`config.mk`:
```
export PLATFORM = sky130hd
export DESIGN_NAME = magic_wake_det
export DESIGN_NICKNAME = d
export VERILOG_FILES = /design/src/rtl/mwd_pkg.sv /design/src/rtl/mwd_matcher.sv /design/src/rtl/mwd_sticky.sv /design/src/rtl/magic_wake_det.sv
export SDC_FILE = /design/constraint.sdc
export NUM_CORES = 1
export LEC_CHECK = 0
export BUFFER_PORTS_ARGS = -buffer_cell sky130_fd_sc_hd__buf_4
export CAP_MARGIN = 20
export CORE_MARGIN = 5
export CORE_UTILIZATION = 39
export DETAILED_ROUTE_END_ITERATION = 8
export GPL_TIMING_DRIVEN = 0
export PLACE_DENSITY = 0.73
export SLEW_MARGIN = 10
export SYNTH_ARGS = -nofsm -noshare
export SYNTH_HDL_FRONTEND = slang
export SYNTH_SLANG_ARGS = --single-unit
```
`constraint.sdc`:
```
create_clock -name clk -period 6.9 [get_ports clk]
set_input_delay 1.38 -clock clk [delete_from_list [all_inputs] [get_ports clk]]
set_output_delay 1.38 -clock clk [all_outputs]
set_load 0.01 [all_outputs]
```
`src/rtl/mwd_pkg.sv`:
```
// Shared constants for the magic packet wake detector.
// Assumes a byte-wide receive stream and two wake flags.
package mwd_pkg;
    localparam int     MWD_ADDR_BYTES = 6;
    localparam int     MWD_SYNC_LEN   = 6;
    localparam int     MWD_REPEATS    = 16;
    localparam logic [7:0] MWD_SYNC_BYTE = 8'hFF;
    localparam int     ST_MAGIC = 0;
    localparam int     ST_MATCH = 1;
    localparam int     NUM_ST   = 2;
endpackage

```
`src/rtl/mwd_matcher.sv`:
```
// Byte-serial pattern matcher: counts a sync run of SYNC_BYTE, then the
// station address repeated REPEATS times. Assumes no address byte equals
// SYNC_BYTE. State clears on a start-of-frame beat or while disabled.
// hit_now reports a found pattern including the current beat.
module mwd_matcher
    import mwd_pkg::*;
#(
    parameter int ADDR_BYTES = MWD_ADDR_BYTES,
    parameter int SYNC_LEN   = MWD_SYNC_LEN,
    parameter int REPEATS    = MWD_REPEATS
) (
    input  logic                    clk,
    input  logic                    rst_n,
    input  logic                    enable,
    input  logic                    beat,
    input  logic                    sof,
    input  logic [7:0]              data,
    input  logic [8*ADDR_BYTES-1:0] station_addr,
    output logic                    hit_now
);
    localparam int SW = $clog2(SYNC_LEN + 1);
    localparam int IW = (ADDR_BYTES > 1) ? $clog2(ADDR_BYTES) : 1;
    localparam int RW = (REPEATS > 1) ? $clog2(REPEATS) : 1;
    localparam logic [SW-1:0] SYNC_FULL = SW'(SYNC_LEN);
    localparam logic [IW-1:0] IDX_LAST  = IW'(ADDR_BYTES - 1);
    localparam logic [RW-1:0] REP_LAST  = RW'(REPEATS - 1);

    logic [7:0]    addr_b [ADDR_BYTES];
    logic [SW-1:0] sync_q, sync_n;
    logic          in_addr_q, in_addr_n;
    logic [IW-1:0] idx_q, idx_n;
    logic [RW-1:0] rep_q, rep_n;
    logic          found_q, found_n;
    logic          step;

    // Split the station address into wire-order bytes.
    for (genvar k = 0; k < ADDR_BYTES; k++) begin : g_addr
        assign addr_b[k] = station_addr[8*(ADDR_BYTES-1-k) +: 8];
    end

    // Next-state search logic for one beat.
    always_comb begin
        sync_n    = sync_q;
        in_addr_n = in_addr_q;
        idx_n     = idx_q;
        rep_n     = rep_q;
        found_n   = found_q;
        step      = 1'b0;
        if (beat && sof) begin
            sync_n    = '0;
            in_addr_n = 1'b0;
            idx_n     = '0;
            rep_n     = '0;
            found_n   = 1'b0;
        end
        if (beat && !found_n) begin
            if (!in_addr_n) begin
                if (data == MWD_SYNC_BYTE) begin
                    if (sync_n != SYNC_FULL) sync_n = sync_n + 1'b1;
                end else if (sync_n == SYNC_FULL && data == addr_b[0]) begin
                    in_addr_n = 1'b1;
                    idx_n     = '0;
                    rep_n     = '0;
                    step      = 1'b1;
                end else begin
                    sync_n = '0;
                end
            end else if (data == addr_b[idx_n]) begin
                step = 1'b1;
            end else begin
                in_addr_n = 1'b0;
                sync_n    = (data == MWD_SYNC_BYTE) ? SW'(1) : '0;
            end
            if (step) begin
                if (idx_n == IDX_LAST) begin
                    idx_n = '0;
                    if (rep_n == REP_LAST) found_n = 1'b1;
                    else                   rep_n   = rep_n + 1'b1;
                end else begin
                    idx_n = idx_n + 1'b1;
                end
            end
        end
        if (!enable) begin
            sync_n    = '0;
            in_addr_n = 1'b0;
            idx_n     = '0;
            rep_n     = '0;
            found_n   = 1'b0;
        end
    end

    // Matcher state registers.
    always_ff @(posedge clk) begin
        if (!rst_n) begin
            sync_q    <= '0;
            in_addr_q <= 1'b0;
            idx_q     <= '0;
            rep_q     <= '0;
            found_q   <= 1'b0;
        end else begin
            sync_q    <= sync_n;
            in_addr_q <= in_addr_n;
            idx_q     <= idx_n;
            rep_q     <= rep_n;
            found_q   <= found_n;
        end
    end

    assign hit_now = found_n;
endmodule

```
`src/rtl/mwd_sticky.sv`:
```
// One sticky status bit with write-one-to-clear; set has priority.
// Assumes set and clear are single-cycle requests.
module mwd_sticky (
    input  logic clk,
    input  logic rst_n,
    input  logic set,
    input  logic clr,
    output logic q
);
    // Hold, clear or set the flag.
    always_ff @(posedge clk) begin
        if (!rst_n) q <= 1'b0;
        else        q <= set | (q & ~clr);
    end
endmodule

```
`src/rtl/magic_wake_det.sv`:
```
// Wake detector top: commits pattern and address-match wake events at a
// good end of frame into two sticky flags and drives the wake interrupt.
// Assumes rx_sof/rx_eof/rx_crc_ok/rx_addr_match are qualified by rx_valid.
module magic_wake_det
    import mwd_pkg::*;
#(
    parameter int ADDR_BYTES = MWD_ADDR_BYTES,
    parameter int SYNC_LEN   = MWD_SYNC_LEN,
    parameter int REPEATS    = MWD_REPEATS
) (
    input  logic                    clk,
    input  logic                    rst_n,
    input  logic                    rx_valid,
    input  logic                    rx_sof,
    input  logic                    rx_eof,
    input  logic                    rx_crc_ok,
    input  logic                    rx_addr_match,
    input  logic [7:0]              rx_byte,
    input  logic [8*ADDR_BYTES-1:0] station_addr,
    input  logic                    magic_en,
    input  logic                    generic_en,
    input  logic                    clr_we,
    input  logic [NUM_ST-1:0]       clr_wdata,
    output logic                    magic_sts,
    output logic                    match_sts,
    output logic                    wake_irq
);
    logic              hit_now;
    logic              commit;
    logic [NUM_ST-1:0] set_v, clr_v, sts_v;

    mwd_matcher #(
        .ADDR_BYTES(ADDR_BYTES),
        .SYNC_LEN  (SYNC_LEN),
        .REPEATS   (REPEATS)
    ) u_match (
        .clk         (clk),
        .rst_n       (rst_n),
        .enable      (magic_en),
        .beat        (rx_valid),
        .sof         (rx_sof),
        .data        (rx_byte),
        .station_addr(station_addr),
        .hit_now     (hit_now)
    );

    // Good end-of-frame beat and per-flag set/clear requests.
    always_comb begin
        commit          = rx_valid & rx_eof & rx_crc_ok;
        set_v           = '0;
        set_v[ST_MAGIC] = commit & magic_en & hit_now;
        set_v[ST_MATCH] = commit & generic_en & rx_addr_match;
        clr_v           = clr_we ? clr_wdata : '0;
    end

    for (genvar s = 0; s < NUM_ST; s++) begin : g_sts
        mwd_sticky u_bit (
            .clk  (clk),
            .rst_n(rst_n),
            .set  (set_v[s]),
            .clr  (clr_v[s]),
            .q    (sts_v[s])
        );
    end

    assign magic_sts = sts_v[ST_MAGIC];
    assign match_sts = sts_v[ST_MATCH];
    assign wake_irq  = |sts_v;
endmodule

```
Word-level counts from Yosys, hierarchy flattened. Index checks and enable logic that the tools add are counted.

Bitwise gates (word level): 13. Reduce and logical (&&, ||, !) cells: 6. $lt $le $gt $ge: 1. Mux-type cells: 42. Equal/unequal tests: 7. Add/subtract/negate cells: 3.

Operators by type and width (number): two-way mux 3 bit (15); two-way mux 4 bit (9); binary-select mux 8 bit (select 3 bit) (1); == test 8 bit (2); two-way mux 8 bit (2); two-way mux 1 bit (14); bitwise AND 1 bit (8); == test 8 bit, second input constant (1); adder 3 x 1 -> 3 bit, second input constant (2); == test 3 bit, second input constant (2); adder 4 x 1 -> 4 bit, second input constant (1); == test 4 bit, second input constant (1); greater-or-equal comparator 4 bit, second input constant (1); inverter 3 -> 4 bit (1); logical AND 1 bit (3); != test 3 bit, second input constant (1); two-way mux 2 bit (1); inverter 1 bit (2); bitwise OR 1 bit (2); AND reduction 2 bit (1); OR reduction 2 bit (1); logical NOT 1 bit (1).

Word-level logic and storage cells: 79. Register bits: 14.

Logic depth before layout (Yosys ltp). Gate-level depths: netlist of run 1.

Depth in word-level cells: 16. Gate-level depth with buffers: 18. Depth with buffers taken out: 16.

Hierarchy. Synthesis of run 1 repeated with hierarchy kept, for this count alone.

Cells, all modules: 228. Area, all modules: 1794.2 um^2.

By module, submodules not included: mwd_matcher (instances 1, cells each 216, area each 1674.1 um^2); mwd_sticky (instances 2, cells each 3, area each 41.3 um^2); magic_wake_det (instances 1, cells each 6, area each 37.5 um^2).

Least setup slack after synthesis of run 1. OpenSTA, ideal clock, no wires.

Path type: input-to-reg. Start point: input port rx_sof. End point: register u_match.rep_q[1]. Library setup time: 0.074 ns. Buffers on the path: 2. Slack: 2.305 ns. Stages on the path: 18. Data required time: 6.826 ns. Arrival: 4.521 ns. Path through: nand2_1 > clkbuf_1 > clkbuf_1 > nand2_1 > inv_1 > ha_1 > nand2_1 > or3_1 > nor3_1 > nand2_1 > nor2_1 > nor2_1 > ha_1 > nand3_1 > nor2_1 > or2_2 > or4_1 > a31oi_1.

Cells in the longest elaborated chain, start to end: 13.

Ends and longest elaborated chain: from (decl) (line magic_wake_det.sv:14) `input logic rx_sof,`; logical AND 1 bit (*) (line mwd_matcher.sv:49) `if (beat && sof) begin`; two-way mux 3 bit (line mwd_matcher.sv:49); == test 3 bit (line mwd_matcher.sv:60) `end else if (sync_n == SYNC_FULL && data == addr_b[0]) begin`; logical AND 1 bit (line mwd_matcher.sv:60); two-way mux 4 bit (line mwd_matcher.sv:60); two-way mux 4 bit (line mwd_matcher.sv:58) `if (data == MWD_SYNC_BYTE) begin`; two-way mux 4 bit (line mwd_matcher.sv:57) `if (!in_addr_n) begin`; two-way mux 4 bit (line mwd_matcher.sv:56) `if (beat && !found_n) begin`; adder 4 x 1 -> 4 bit / == test 4 bit (equally long branches) (line mwd_matcher.sv:78, mwd_matcher.sv:77); two-way mux 4 bit (line mwd_matcher.sv:77) `if (rep_n == REP_LAST) found_n = 1'b1;`; two-way mux 4 bit (line mwd_matcher.sv:75) `if (idx_n == IDX_LAST) begin`; two-way mux 4 bit (line mwd_matcher.sv:74) `if (step) begin`; two-way mux 4 bit (*) (line mwd_matcher.sv:56); to (signal assigned) (line mwd_matcher.sv:105) `rep_q <= rep_n;`; to (decl) (line mwd_matcher.sv:32) `logic [RW-1:0] rep_q, rep_n;`.

Every way passes the cells marked *; elsewhere a longest branch is shown, timed or not. The select of a mux whose other input is x is not followed. A chain may end at the register's enable or synchronous reset.

Final worst setup path of run 1. Same ends and word-level chain as after synthesis.

==> results.py, run 1 <==
metrics = {
    "cells_and_area": {
        "nFillCells": 399,
        "multi_input_area_um2": 1260,
        "areaGrowthSynthToFinish_pct": 38.0,
        "layout.area.seq_um2": 280,
        "layout-drive-gt1-share_pct": 33.6,
        "layout_commonest_cell": "sky130_fd_sc_hd__buf_4",
        "num_antenna_cells": 0,
        "layout.nets": 371,
        "most-common-layout-cells": "sky130_fd_sc_hd__buf_4, sky130_fd_sc_hd__nand2_1, sky130_fd_sc_hd__nor2_1, sky130_fd_sc_hd__nand3_1, sky130_fd_sc_hd__dfxtp_1",
    },
    "synthesis": {
        "synthCells": 225,
        "area_of_the_mapped_netlist_um2": 1660,
        "synth_enable_flop_cells": 0,
        "synth_simple_gate_area_share_pct": 30.6,
        "netlist-cell-type-count": 48,
        "syn_area_cell_um2": 7.37,
        "postSynth.asyncResetShare_pct": 0,
        "synthesis.yosys.warnings": 0,
        "xor_xnor_share_of_the_synthesized_area_pct": 6.87,
        "post_synthesis_register_bit_count": 14,
        "synth_top_family_by_area": "simple AND/OR/NAND/NOR gates",
        "dominantRegCellSynth": "sky130_fd_sc_hd__dfxtp_1",
        "post_synth_mux_area_share_pct": 11.6,
        "synth_fp_nets": 296,
        "yosysSeqAreaShare_pct": 16.9,
        "synth_compound_area_share_pct": 24.8,
        "yosys.area_share.adder_pct": 2.26,
    },
    "status": {
        "outcome": "complete, no violations",
    },
    "timing": {
        "finalMaxSlewViolations": 0,
        "maxClockFrequency_mhz": 190,
        "worstMarginPinSlew_ns": 0.596,
        "timing.final.crit_period_ns": 5.27,
        "final.setup_skew_ns": 0.00183,
        "finalSetupTns_ns": 0,
        "setup-violations-final": 0,
        "post-route-period-util_pct": 76.4,
        "slew_headroom_pct": 59.9,
        "hold_slack_final_ns": 0.480,
        "rsz0062_at_grt": "false",
        "timing.final.hold_violations": 0,
    },
    "global_routing": {
        "grt_start_max_net_pins": 11,
        "met3_usage_pct": 3.60,
        "grtUsageTotal_pct": 19.9,
        "gr-max-usage-layer": "met2",
        "groute.layer.met2.usage_pct": 33.9,
        "globalRoute.totalOverflow": 0,
        "grt_antenna_before_repair": 0,
        "first_global_vias": 1955,
        "grt_pass1_wl_um": 9000,
        "met1_usage_pct": 25.8,
    },
    "cts": {
        "root_buffer": "sky130_fd_sc_hd__clkbuf_8",
        "cts_htree_levels": 1,
        "clk_transition_reported_paths_ns": 0.06,
        "postCtsSetupBuffers": 0,
        "cts_repair_resize_count": 0,
        "cts_sink_count": 14,
        "clk_path_buf_depth": 2,
        "cts_inserted_buffers": 3,
        "clock_tree_from_tritoncts": "built",
        "clk_latency_ns": 0.24,
        "cts_hold_buffers": 0,
    },
    "floorplan": {
        "die_y_um": 75.2,
        "std_cell_rows": 23,
        "dieWidth_um": 75.2,
        "core_area_um2": 4060,
        "floorplan.initialDensity_pct": 40.9,
        "io_pins": 71,
        "die-area_um2": 5660,
    },
    "critical_path": {
        "cp_slowest_cell": "sky130_fd_sc_hd__clkbuf_1",
        "cp_cell_sequence": "buf_4 > nand2_1 > clkbuf_1 > clkbuf_1 > nand2_1 > inv_1 > ha_1 > nand2_1 > or3_1 > nor3_1 > nand2_1 > nor2_1 > nor2_1 > ha_1 > nand3_1 > nor2_1 > or2_2 > or4_1 > a31oi_1",
        "worst-setup-path-type": "in2reg",
        "worstPathMaxFanout": 10,
        "cp-start-kind": "input pin",
        "cp_common_cell": "sky130_fd_sc_hd__nand2_1",
        "required_time_of_the_worst_setup_path_ns": 7.07,
        "critical_path_arrival_ns": 5.45,
        "cpPeakStageDelay_ns": 0.42,
        "setup.worst_path.end_class": "flip-flop",
        "timing.reg2reg.worst_path_depth": 15,
    },
    "detailed_routing": {
        "drc_marker_count_from_the_first_detailed_route_iteration": 166,
        "avgViaCountPerCell": 5.89,
        "drt-total-wl_um": 5680,
        "route.antenna.remaining_nets": 0,
        "routed_wire_length_per_instance_um": 16.3,
        "route.vias.total": 2048,
        "first_pass_drt_iterations": 4,
        "drcViolationCount": 0,
    },
    "worst_hold_path": {
        "min-delay-path-class": "reg2reg",
        "worst_hold_path.num_cells": 1,
    },
    "job": {
        "cap_viol_max_count": 0,
    },
    "place": {
        "gp_congestion": 0.910,
        "hpwl_um": 4470,
        "port_buffers": 70,
    },
    "power": {
        "vdd_drop_max_mv": 0.107,
        "leakagePower_uw": 0.000926,
        "power_per_cell_area_nw_per_um2": 94.3,
    },
}
report_power, final:
part	total [µW]	switching (µW)	leakage, µW	internal (µW)
combinational	66.7	28.1	0.000792	38.6
clock	67.9	29.2	0.0000216	38.6
sequential	81.0	0.0784	0.000113	81.0
total	216	57.4	0.000926	158
path summary, 6_finish.rpt:
| check | endpoint | slack [ns] | start |
|---|---|---|---|
| worst max-delay path | u_match.rep_q[1]$_SDFF_PN0_ | 1.63 | rx_sof |
| worst min-delay path | u_match.found_q$_SDFF_PN0_ | 0.48 | u_match.found_q$_SDFF_PN0_ |
| worst max register to register | u_match.rep_q[1]$_SDFF_PN0_ | 3.63 | u_match.sync_q[1]$_SDFF_PN0_ |
| worst min register to register | u_match.found_q$_SDFF_PN0_ | 0.48 | u_match.found_q$_SDFF_PN0_ |
metrics by stage:
step                area [µm²]  power (µW)  cells  util, %  setup WS (ns)
floorplan                 1660         109    225        -           2.31
global placement          2250         148    345     55.4           1.45
detailed placement        2250         149    345     55.4           1.46
CTS                       2290         217    348     56.4           1.68
global route              2290         225    348     56.4           1.16
finish                    2290         216    348     56.4           1.63
cell type report:
class / count / area share, %
clock buffer: 3 / 1.81
multi-input combinational: 190 / 55.1
tap: 50 / 2.74
inverter: 7 / 1.15
buffer: 14 / 3.94
sequential: 14 / 12.3
timing repair buffer: 70 / 23.0
cell usage after synthesis (4+ instances only):
cell type | count | area share, %
sky130_fd_sc_hd__nand2_1 | 25 | 5.7
sky130_fd_sc_hd__mux2i_1 | 8 | 4.8
sky130_fd_sc_hd__a21oi_1 | 10 | 3.0
sky130_fd_sc_hd__nand4_1 | 7 | 2.6
sky130_fd_sc_hd__o32ai_1 | 6 | 3.2
sky130_fd_sc_hd__clkbuf_1 | 5 | 1.1
sky130_fd_sc_hd__xnor2_1 | 8 | 4.2
sky130_fd_sc_hd__mux2_2 | 10 | 6.8
sky130_fd_sc_hd__nor3_1 | 7 | 2.1
sky130_fd_sc_hd__nor2_1 | 19 | 4.3
sky130_fd_sc_hd__dfxtp_1 | 14 | 17
sky130_fd_sc_hd__nor2b_1 | 4 | 1.5
sky130_fd_sc_hd__or3_1 | 5 | 1.9
sky130_fd_sc_hd__nand3_1 | 16 | 4.8
sky130_fd_sc_hd__xor2_1 | 5 | 2.6
sky130_fd_sc_hd__o21ai_0 | 9 | 2.7
sky130_fd_sc_hd__inv_1 | 7 | 1.6
state kept, by name, summed over array words and instances (netlist names):
register,count
u_match.rep_q,4
u_match.idx_q,3
u_match.sync_q,3
g_sts.u_bit.q,2
u_match.found_q,1
u_match.in_addr_q,1
cells by family (layout without fill, tap and decap cells):
group           count (synthesis)  after routing
buf+inv                        21             94
fa+ha+maj                       3              3
xor+xnor                       13             13
compound gates                 56             56
mux                            18             18
flops                          14             14
simple gates                  100            100
worst max-delay path: cells and delay by family:
kind | cells | cell delay, ns
AND/OR/NAND/NOR | 12 | 2.45
AO/OA/AOI/OAI | 1 | 0.18
adder cells (fa/ha/maj) | 2 | 0.38
buffers and inverters | 4 | 1.05
metal layers:
layer / vias up / routed length (µm)
li1: 994 / -
met1: 936 / 2340
met2: 108 / 2640
met3: 10 / 638
met4: 0 / 71
met5: - / 0
Power figures use the tool's default switching activity.
==> inputs of run 2 (changes only) <==
Clock period 6.9 ns to 5.1 ns, I/O delays scaled along.
==> results.py, run 2 (synthesized netlist as in run 1, its figures left out) <==
metrics = {
    "cells_and_area": {
        "largest_register": "u_match.rep_q",
        "biggestRegsByFlops": "u_match.rep_q x4, u_match.idx_q x3, u_match.sync_q x3",
        "layout_commonest_cell": "sky130_fd_sc_hd__buf_4",
        "layout.nets": 370,
        "num_antenna_cells": 0,
        "layout-drive-gt1-share_pct": 34.0,
        "areaGrowthSynthToFinish_pct": 37.8,
        "largest_reg_flops": 4,
        "layout.cell_area.non_filler_um2": 2280,
        "nFillCells": 401,
        "most-common-layout-cells": "sky130_fd_sc_hd__buf_4, sky130_fd_sc_hd__nand2_1, sky130_fd_sc_hd__nor2_1, sky130_fd_sc_hd__nand3_1, sky130_fd_sc_hd__dfxtp_1",
    },
    "timing": {
        "setup-violations-final": 0,
        "timing.final.hold_violations": 0,
        "maxClockFrequency_mhz": 218,
        "slew_headroom_pct": 59.7,
        "post-route-period-util_pct": 90.0,
        "finalMaxSlewViolations": 0,
        "finalSetupTns_ns": 0,
        "timing.final.crit_period_ns": 4.59,
        "final.setup_skew_ns": 0.00190,
        "rsz0062_at_grt": "false",
        "worstMarginPinSlew_ns": 0.598,
    },
    "place": {
        "hpwl_um": 4470,
        "dpl_cell_area_um2": 2250,
        "port_buffers": 70,
        "gp_congestion": 0.910,
    },
    "detailed_routing": {
        "topRoutingLayerUsed": "met4",
        "route.vias.total": 2013,
        "drc_marker_count_from_the_first_detailed_route_iteration": 138,
        "routed_wire_length_per_instance_um": 16.3,
        "drcViolationCount": 0,
        "first_pass_drt_iterations": 4,
        "wl_met1_um": 2340,
        "route.antenna.remaining_nets": 0,
        "wl_met2_um": 2620,
        "avgViaCountPerCell": 5.80,
        "met3RoutedLength_um": 602,
        "drt-total-wl_um": 5640,
    },
    "critical_path": {
        "cp_slowest_cell": "sky130_fd_sc_hd__or4_1",
        "critical_path_arrival_ns": 4.76,
        "worst-setup-path-type": "in2reg",
        "reg2reg_setup_slack_ns": 1.85,
        "timing.reg2reg.worst_path_depth": 15,
        "worstPathMaxFanout": 14,
        "required_time_of_the_worst_setup_path_ns": 5.27,
        "cpPeakStageDelay_ns": 0.42,
        "cp_common_cell": "sky130_fd_sc_hd__nand2_1",
        "cp-start-kind": "input pin",
        "r2r_start": "u_match.sync_q[1]$_SDFF_PN0_",
        "crit_path_start": "rx_valid",
        "timing.critical_path.max_delay_family": "simple AND/OR/NAND/NOR gates",
        "critical_path_stages": 18,
        "timing.critical_path.buf_inv": 3,
        "cp_cell_sequence": "buf_4 > nand2_1 > clkbuf_2 > nand2_1 > inv_1 > ha_1 > nand2_1 > or3_1 > nor3_1 > nand2_1 > nor2_1 > nor2_1 > ha_1 > nand3_1 > nor2_1 > or2_2 > or4_1 > a31oi_1",
        "setup.worst_path.end": "u_match.rep_q[1]$_SDFF_PN0_",
        "critical_path.reg2reg.endpoint": "u_match.rep_q[1]$_SDFF_PN0_",
        "setup.worst_path.end_class": "flip-flop",
    },
    "cts": {
        "clk_latency_ns": 0.24,
        "cts_inserted_buffers": 3,
        "clk_path_buf_depth": 2,
        "clk_transition_reported_paths_ns": 0.06,
        "root_buffer": "sky130_fd_sc_hd__clkbuf_8",
        "clock_tree_from_tritoncts": "built",
        "cts_sink_count": 14,
        "postCtsSetupBuffers": 0,
        "cts_htree_levels": 1,
    },
    "floorplan": {
        "floorplan.initialDensity_pct": 40.9,
        "core_area_um2": 4060,
        "die-area_um2": 5660,
        "dieWidth_um": 75.2,
        "die_y_um": 75.2,
        "io_pins": 71,
        "std_cell_rows": 23,
    },
    "global_routing": {
        "grtUsageTotal_pct": 19.9,
        "first_global_vias": 1955,
        "grt_start_max_net_pins": 11,
        "globalRoute.totalOverflow": 0,
        "grt_pass1_wl_um": 9000,
        "grt_antenna_before_repair": 0,
    },
    "worst_hold_path": {
        "holdCritStartpoint": "u_match.found_q$_SDFF_PN0_",
        "min-delay-path-class": "reg2reg",
    },
    "status": {
        "outcome": "complete, no violations",
    },
    "power": {
        "leakagePower_uw": 0.000928,
        "vdd_drop_max_mv": 0.143,
        "power_per_cell_area_nw_per_um2": 127,
    },
    "job": {
        "cap_viol_max_count": 0,
    },
}
[run 2: cell types whose count changed in the layout (fill, tap and decap cells not counted)]
cell | before | now
sky130_fd_sc_hd__clkbuf_1 | 5 | 3
sky130_fd_sc_hd__clkbuf_2 | 0 | 1
[run 2: stage by stage]
stage,util [%],power [µW],hold slack (ns),std cells,setup WS [ns]
6_report,56.3,290,0.480,347,0.509
3_5_place_dp,55.4,201,0.469,345,0.0221
2_1_floorplan,-,147,0.449,225,0.865
3_3_place_gp,55.4,200,0.463,345,0.00705
4_1_cts,56.4,293,0.482,348,0.239
5_1_grt,56.3,304,0.510,347,0.0909
[run 2: routing by layer]
metal	GRT usage [%]	vias up
li1	-	993
met1	25.8	930
met2	33.9	80
met3	3.60	10
met4	5.63	0
met5	0	-
[run 2: repair_timing]
item,4_1_cts,5_1_grt
endpoints found under the hold margin,0,0
hold buffers,0,0
gates resized for setup,0,2
setup endpoints to repair,0,2
[run 2: where the power goes]
| group | internal [µW] | switching, µW |
|---|---|---|
| registers | 110 | 0.106 |
| clock network | 52.2 | 38.1 |
| logic | 52.1 | 37.9 |
[run 2: worst min path at each step]
stage / end / cells past startpoint / slack (ns)
final: u_match.found_q$_SDFF_PN0_ / 1 / 0.48
after detailed placement: u_match.found_q$_SDFF_PN0_ / 1 / 0.47
after global placement: u_match.found_q$_SDFF_PN0_ / 1 / 0.46
after global routing: u_match.found_q$_SDFF_PN0_ / 1 / 0.51
after CTS: u_match.found_q$_SDFF_PN0_ / 1 / 0.48
after floorplan: u_match.found_q$_SDFF_PN0_ / 1 / 0.45
[run 2: cell type report]
type	instances	area, µm²	share of cell area [%]
flip-flops and latches	14	280	12.3
clock buffers	3	41.3	1.81
inverters	7	26.3	1.15
plain buffers	13	87.6	3.83
repair buffers	70	526	23.0
well taps	50	62.6	2.74
multi-input cells	190	1260	55.2
